$ cat src/rtl/fpc_pkg.sv
package fpc_pkg;

    localparam int OPW   = 64;
    localparam int MAGW  = OPW - 1;
    localparam int NFMT  = 3;
    localparam int FLGW  = 4;

    typedef enum logic [1:0] {
        FMT_SINGLE = 2'b00,
        FMT_DOUBLE = 2'b01,
        FMT_RSVD   = 2'b10,
        FMT_HALF   = 2'b11
    } fmt_e;

    typedef enum logic [1:0] {
        ORD_LT,
        ORD_EQ,
        ORD_GT,
        ORD_UN
    } ord_e;

    typedef enum logic {
        ST_IDLE,
        ST_RESULT
    } st_e;

    typedef struct packed {
        logic            sign;
        logic [MAGW-1:0] mag;
        logic            is_zero;
        logic            is_inf;
        logic            is_nan;
        logic            is_snan;
    } opnd_t;

    localparam logic [FLGW-1:0] FLG_LT = 4'b1000;
    localparam logic [FLGW-1:0] FLG_EQ = 4'b0110;
    localparam logic [FLGW-1:0] FLG_GT = 4'b0010;
    localparam logic [FLGW-1:0] FLG_UN = 4'b0011;

    // index 0 single, 1 double, 2 half
    function automatic int exp_width(int idx);
        case (idx)
            0:       return 8;
            1:       return 11;
            default: return 5;
        endcase
    endfunction

    function automatic int frac_width(int idx);
        case (idx)
            0:       return 23;
            1:       return 52;
            default: return 10;
        endcase
    endfunction

endpackage

$ cat src/rtl/fpc_field_class.sv
module fpc_field_class
    import fpc_pkg::*;
#(
    parameter int EW = 8,
    parameter int FW = 23
) (
    input  logic [OPW-1:0] word,
    output opnd_t          cls
);
    localparam int BODYW = EW + FW;

    logic [EW-1:0] exp_f;
    logic [FW-1:0] frac_f;
    logic          exp_max;
    logic          frac_nz;

    always_comb begin
        exp_f   = word[BODYW-1:FW];
        frac_f  = word[FW-1:0];
        exp_max = &exp_f;
        frac_nz = |frac_f;

        cls.sign    = word[BODYW];
        cls.mag     = MAGW'(word[BODYW-1:0]);
        cls.is_zero = ~(|exp_f) & ~frac_nz;
        cls.is_inf  = exp_max & ~frac_nz;
        cls.is_nan  = exp_max & frac_nz;
        cls.is_snan = exp_max & frac_nz & ~frac_f[FW-1];
    end

endmodule

$ cat src/rtl/fpc_unpack.sv
module fpc_unpack
    import fpc_pkg::*;
(
    input  logic [OPW-1:0] word,
    input  fmt_e           fmt,
    input  logic           force_zero,
    output opnd_t          cls
);
    opnd_t per_fmt [NFMT];

    for (genvar g = 0; g < NFMT; g++) begin : g_fmt
        fpc_field_class #(
            .EW (exp_width(g)),
            .FW (frac_width(g))
        ) u_cls (
            .word (word),
            .cls  (per_fmt[g])
        );
    end

    always_comb begin
        if (force_zero) begin
            cls         = '0;
            cls.is_zero = 1'b1;
        end else begin
            unique case (fmt)
                FMT_SINGLE: cls = per_fmt[0];
                FMT_HALF:   cls = per_fmt[2];
                default:    cls = per_fmt[1];
            endcase
        end
    end

endmodule

$ cat src/rtl/fpc_order.sv
module fpc_order
    import fpc_pkg::*;
(
    input  opnd_t a,
    input  opnd_t b,
    output ord_e  ord,
    output logic  sig_nan
);
    logic mag_eq;
    logic mag_lt;

    always_comb begin
        mag_eq  = (a.mag == b.mag);
        mag_lt  = (a.mag <  b.mag);
        sig_nan = a.is_snan | b.is_snan;

        if (a.is_nan || b.is_nan) begin
            ord = ORD_UN;
        end else if (a.is_zero && b.is_zero) begin
            ord = ORD_EQ;
        end else if (a.sign != b.sign) begin
            ord = a.sign ? ORD_LT : ORD_GT;
        end else if (mag_eq) begin
            ord = ORD_EQ;
        end else if (mag_lt ^ a.sign) begin
            ord = ORD_LT;
        end else begin
            ord = ORD_GT;
        end
    end

endmodule

$ cat src/rtl/fp_cmp_flags.sv
module fp_cmp_flags
    import fpc_pkg::*;
(
    input  logic             clk,
    input  logic             rst_n,
    input  logic             in_valid,
    input  logic [1:0]       fmt_sel,
    input  logic             zero_mode,
    input  logic [OPW-1:0]   opa,
    input  logic [OPW-1:0]   opb,
    output logic             out_valid,
    output logic [FLGW-1:0]  nzcv,
    output logic             invalid
);
    fmt_e  fmt;
    opnd_t cls_a;
    opnd_t cls_b;
    ord_e  ord;
    logic  sig_nan;
    logic [FLGW-1:0] flg_d;

    st_e state_q;
    st_e state_d;

    assign fmt = fmt_e'(fmt_sel);

    fpc_unpack u_unp_a (
        .word       (opa),
        .fmt        (fmt),
        .force_zero (1'b0),
        .cls        (cls_a)
    );

    fpc_unpack u_unp_b (
        .word       (opb),
        .fmt        (fmt),
        .force_zero (zero_mode),
        .cls        (cls_b)
    );

    fpc_order u_ord (
        .a       (cls_a),
        .b       (cls_b),
        .ord     (ord),
        .sig_nan (sig_nan)
    );

    always_comb begin
        unique case (ord)
            ORD_LT:  flg_d = FLG_LT;
            ORD_EQ:  flg_d = FLG_EQ;
            ORD_GT:  flg_d = FLG_GT;
            default: flg_d = FLG_UN;
        endcase
    end

    // next-state: capture / stream / drain
    always_comb begin
        unique case (state_q)
            ST_IDLE:   state_d = in_valid ? ST_RESULT : ST_IDLE;
            ST_RESULT: state_d = in_valid ? ST_RESULT : ST_IDLE;
            default:   state_d = ST_IDLE;
        endcase
    end

    always_ff @(posedge clk or negedge rst_n) begin
        if (!rst_n) begin
            state_q <= ST_IDLE;
        end else begin
            state_q <= state_d;
        end
    end

    always_ff @(posedge clk or negedge rst_n) begin
        if (!rst_n) begin
            nzcv    <= '0;
            invalid <= 1'b0;
        end else if (in_valid) begin
            nzcv    <= flg_d;
            invalid <= sig_nan;
        end
    end

    always_comb begin
        unique case (state_q)
            ST_RESULT: out_valid = 1'b1;
            default:   out_valid = 1'b0;
        endcase
    end

    AST_VALID_FOLLOWS: assert property (@(posedge clk) disable iff (!rst_n)
        in_valid |=> out_valid);
    AST_NO_STRAY_VALID: assert property (@(posedge clk) disable iff (!rst_n)
        !in_valid |=> !out_valid);
    AST_FLAG_CODE: assert property (@(posedge clk) disable iff (!rst_n)
        out_valid |-> (nzcv == FLG_LT || nzcv == FLG_EQ ||
                       nzcv == FLG_GT || nzcv == FLG_UN));
    AST_INVALID_UNORD: assert property (@(posedge clk) disable iff (!rst_n)
        (out_valid && invalid) |-> (nzcv == FLG_UN));
    AST_HOLD_IDLE: assert property (@(posedge clk) disable iff (!rst_n)
        !in_valid |=> ($stable(nzcv) && $stable(invalid)));
    AST_ZERO_SNAN_HIDDEN: assert property (@(posedge clk) disable iff (!rst_n)
        (in_valid && zero_mode && !cls_a.is_snan) |=> !invalid);

endmodule

$ cat config.mk
export PLATFORM = sky130hd
export DESIGN_NAME = fp_cmp_flags
export DESIGN_NICKNAME = d
export VERILOG_FILES = /design/src/rtl/fpc_pkg.sv /design/src/rtl/fpc_field_class.sv /design/src/rtl/fpc_unpack.sv /design/src/rtl/fpc_order.sv /design/src/rtl/fp_cmp_flags.sv
export SDC_FILE = /design/constraint.sdc
export NUM_CORES = 1
export LEC_CHECK = 0
export BUFFER_PORTS_ARGS = -buffer_cell sky130_fd_sc_hd__buf_4
export CAP_MARGIN = 10
export CORE_ASPECT_RATIO = 0.6
export CORE_MARGIN = 3
export CORE_UTILIZATION = 48
export DETAILED_ROUTE_END_ITERATION = 16
export GPL_TIMING_DRIVEN = 0
export PLACE_DENSITY = 0.83
export SYNTH_ARGS = -nofsm -noshare
export SYNTH_HDL_FRONTEND = slang
export SYNTH_SLANG_ARGS = --single-unit
$ cat constraint.sdc
create_clock -name clk -period 1.3 [get_ports clk]
set_clock_uncertainty 0.2 [all_clocks]
set_input_delay 0.325 -clock clk [delete_from_list [all_inputs] [get_ports clk]]
set_output_delay 0.325 -clock clk [all_outputs]
set_load 0.05 [all_outputs]
==> results.md <==
- Post-synthesis sequential area ratio: about 5.2%
- Fillcell total: 377
- DR vias/cell: 6.36
- Number of synthesized flops with an enable pin: 0
- Total Routed Length: between 10000 and 15000 um
- Static Leak: 2.10 nW
- Min-Delay Path Depth: 1
- N_diodes: 0
- Fmax: 0.309 GHz
- Dpl ws: -2.38 ns
- Total power: 2.54 mW
- CP max stage delay: between 0.3 and 0.4 ns
- Number of DRC markers in iteration 0: 431
- Clk Latency, worst-skew pair: ~0.24 ns
- Layout Nets: slightly below 800
- Status: finished, violations left
- Final Wtd Congestion: between 0.9 and 1
- CP Max Fanout: 8
- R2R depth: 2
- Post-detail-place hpwl: roughly 9800 um
- Worst-case clock buffer depth: 2
- VDD IR max: 0.000692 V
- Most frequent cells in the layout: buf_4 (148), nand2_1 (71), ha_1 (55)
- Die area: 0.00706 sq mm
- PwrDens: 539 mW/mm^2
- Number of distinct library cells after synthesis: 47
- FP Rows: 21
- CP max stage cell: a221oi_2
- Initial Util: 51.0%
- TritonCTS clock tree: yes
- Main synth FF type: dfrtp_1
- CTS Buf Count: 3
- Post-route DRC: 0
- Fin crit share: 249%
- Clk slew on worst S/H paths: 0.04 ns
- WS Path Type: in2reg
- Syn nets: 624
- Routed vias: 4252
- I/O Buffers: 139
- Critical Path RT: 1.27 ns
- Syn_area_per_cell: 6.84 sq um
- Hold endpoint: state_q
- CP Cell Sequence: buf_8, inv_8, ha_4, buf_8, nor2_4, clkbuf_8, buf_12, nor2b_1, ha_1, nand4_1, inv_1, a221oi_2, nor3_4, a211oi_2, mux2i_1, a32o_1
- CTS Root Cell: clkbuf_8
- Min-delay src: in_valid
- Failing checks: negative setup slack
- Final setup margin: -1.94 ns
- Antenna violations before repair: 0
- Min Tclk post-route: 3.24 ns
- Count of final setup violators: 10
- DRT Pass-1 Iters: 6
- Layout cells sized above 1: 36.2%
- DIE HEIGHT: between 60 and 70 um
- Sink Count: 6
- R2R Path End: nzcv[1]
- Register cell area after layout: 150 sq um
- Die width: roughly 110 um
- Largest net degree at the start of global routing: 11
- Reg2reg start: nzcv[1]
- Routed WL per cell: 19.1 um
- First-pass GRT wire length: 18500 um
- Register bit total from synthesis: 6
- Tightest Pin Transition: 0.547 ns
- CP endpoint kind: register
- Multi-input gate area: 0.00299 sq mm
- Cells after synthesis: 425
- Normalized max-slew margin: 63.2%
- Ys Warns: 0
- Hold_ws: around 0.064 ns
- GR Util All Layers: 32.7%
- GR Overflow Total: 0
- Critical path arrival: roughly 3.2 ns
- Worst hold path type: in2reg
- Maxcap violations: 0
- Area of the mapped netlist: between 0.002 and 0.003 sq mm
- RSZ-0062 raised after global routing: yes
- H-tree lvl count: 1
- Worst reg2reg setup slack: 0.11 ns
- Final Max Slew Viols: 0
- Ports: 140
- Core ar.: 0.00570 sq mm
- Final-report hold violation count: 0
- Post-synthesis async set-or-reset flop share: 100%
- CP Launch Type: input pin
- Placed Cells incl. Taps: 644
- Most common cell after layout, fill and taps aside: buf_4
- Most common cell on crit path: buf_8
- Area delta synth->final: 62.2%
- Finished Core Util: 82.7%
- Detail Route Antenna Nets: 0
- Final Non-Filler Cells: 669
- Number of global-route vias before repair: 3780
==> cell usage after synthesis (all sizes together) (2+ instances only) <==
| master | instances | area, sq um |
|---|---|---|
| nand2 | 79 | 297 |
| ha | 65 | 813 |
| and2 | 33 | 206 |
| nor4 | 28 | 175 |
| a21oi | 26 | 130 |
| nand4 | 26 | 163 |
| nor2 | 20 | 75.1 |
| nor2b | 18 | 113 |
| nand3 | 16 | 80.1 |
| nand2b | 15 | 93.8 |
| nor3 | 15 | 75.1 |
| clkbuf | 10 | 37.5 |
| o21ai | 9 | 45.0 |
| inv | 7 | 26.3 |
| a211oi | 6 | 45.0 |
| dfrtp | 6 | 150 |
| a21o | 4 | 30.0 |
| a221oi | 3 | 26.3 |
| nor4b | 3 | 32.5 |
| o31ai | 3 | 22.5 |
| or4 | 3 | 22.5 |
| a32oi | 2 | 17.5 |
| and4 | 2 | 17.5 |
| nand3b | 2 | 15.0 |
| o211ai | 2 | 15.0 |
| o221ai | 2 | 17.5 |
| o31a | 2 | 17.5 |
| or2 | 2 | 12.5 |
==> power breakdown <==
part	total (mW)	internal, mW	leakage [nW]	switching [mW]
sequential	0.232	0.212	0.0724	0.0199
clock	0.300	0.201	0.0216	0.0993
combinational	2.01	0.964	2.00	1.05
total	2.54	1.38	2.10	1.16
==> per-layer routing <==
layer / track usage, % / wire, um / vias up
li1: - / - / 1938
met3: 7.12 / 1580 / 59
met5: 0 / 0 / -
met2: 51.6 / 5320 / 302
met1: 46.2 / 5480 / 1953
met4: 5.42 / 420 / 0
==> worst max-delay path, delay by kind of cell <==
family | cells | cell delay (ns)
buffers and inverters | 6 | 0.66
AND/OR/NAND/NOR | 4 | 0.55
multiplexers | 1 | 0.29
AO/OA/AOI/OAI | 3 | 0.79
adder cells (fa/ha/maj) | 2 | 0.59
==> metrics by stage <==
| stage | instance area [sq um] | setup TNS [ns] |
|---|---|---|
| after floorplan | 3100 | -6.11 |
| after global placement | 4250 | -9.14 |
| after detailed placement | 4250 | -9.15 |
| after CTS | 4510 | -7.03 |
| after global routing | 4720 | -8.73 |
| final | 4720 | -8.24 |
==> state kept, by name, summed over array words and instances (netlist names) <==
register	flops
state_q	1
invalid	1
nzcv	4
==> cell type report <==
type	instances	area share, %
buffer	11	2.55
clock buffer	3	0.875
inverter	7	0.822
multi-input combinational	401	63.3
sequential	6	3.18
tap	80	2.12
timing repair buffer	161	27.1
==> cells by family after synthesis <==
group | share of synthesized area (%)
and+or+nand+nor | 48.5
adders and majority gates | 28.0
muxes | 0.344
DFF | 5.16
AOI/OAI and AO/OA | 15.7
buffers and inverters | 2.37
==> worst max-delay path by stage <==
stage               start  endpoint  slack (ns)
6_report       fmt_sel[0]   nzcv[1]       -1.94
5_1_grt        fmt_sel[0]   nzcv[1]       -2.03
4_1_cts        fmt_sel[0]   nzcv[1]       -1.80
3_5_place_dp   fmt_sel[0]   nzcv[3]       -2.38
3_3_place_gp   fmt_sel[0]   nzcv[3]       -2.37
2_1_floorplan  fmt_sel[0]   nzcv[1]       -1.67
==> what timing repair did <==
| item | 4_1_cts | 5_1_grt |
|---|---|---|
| hold endpoints to repair | 6 | 0 |
| buffers inserted | 11 | 10 |
| pin swaps | 12 | 15 |
| gates resized for setup | 24 | 26 |
| gates cloned | 0 | 0 |
| hold buffers | 1 | 0 |
| endpoints found under the setup margin | 10 | 11 |
(Power assumes the default switching activity.)
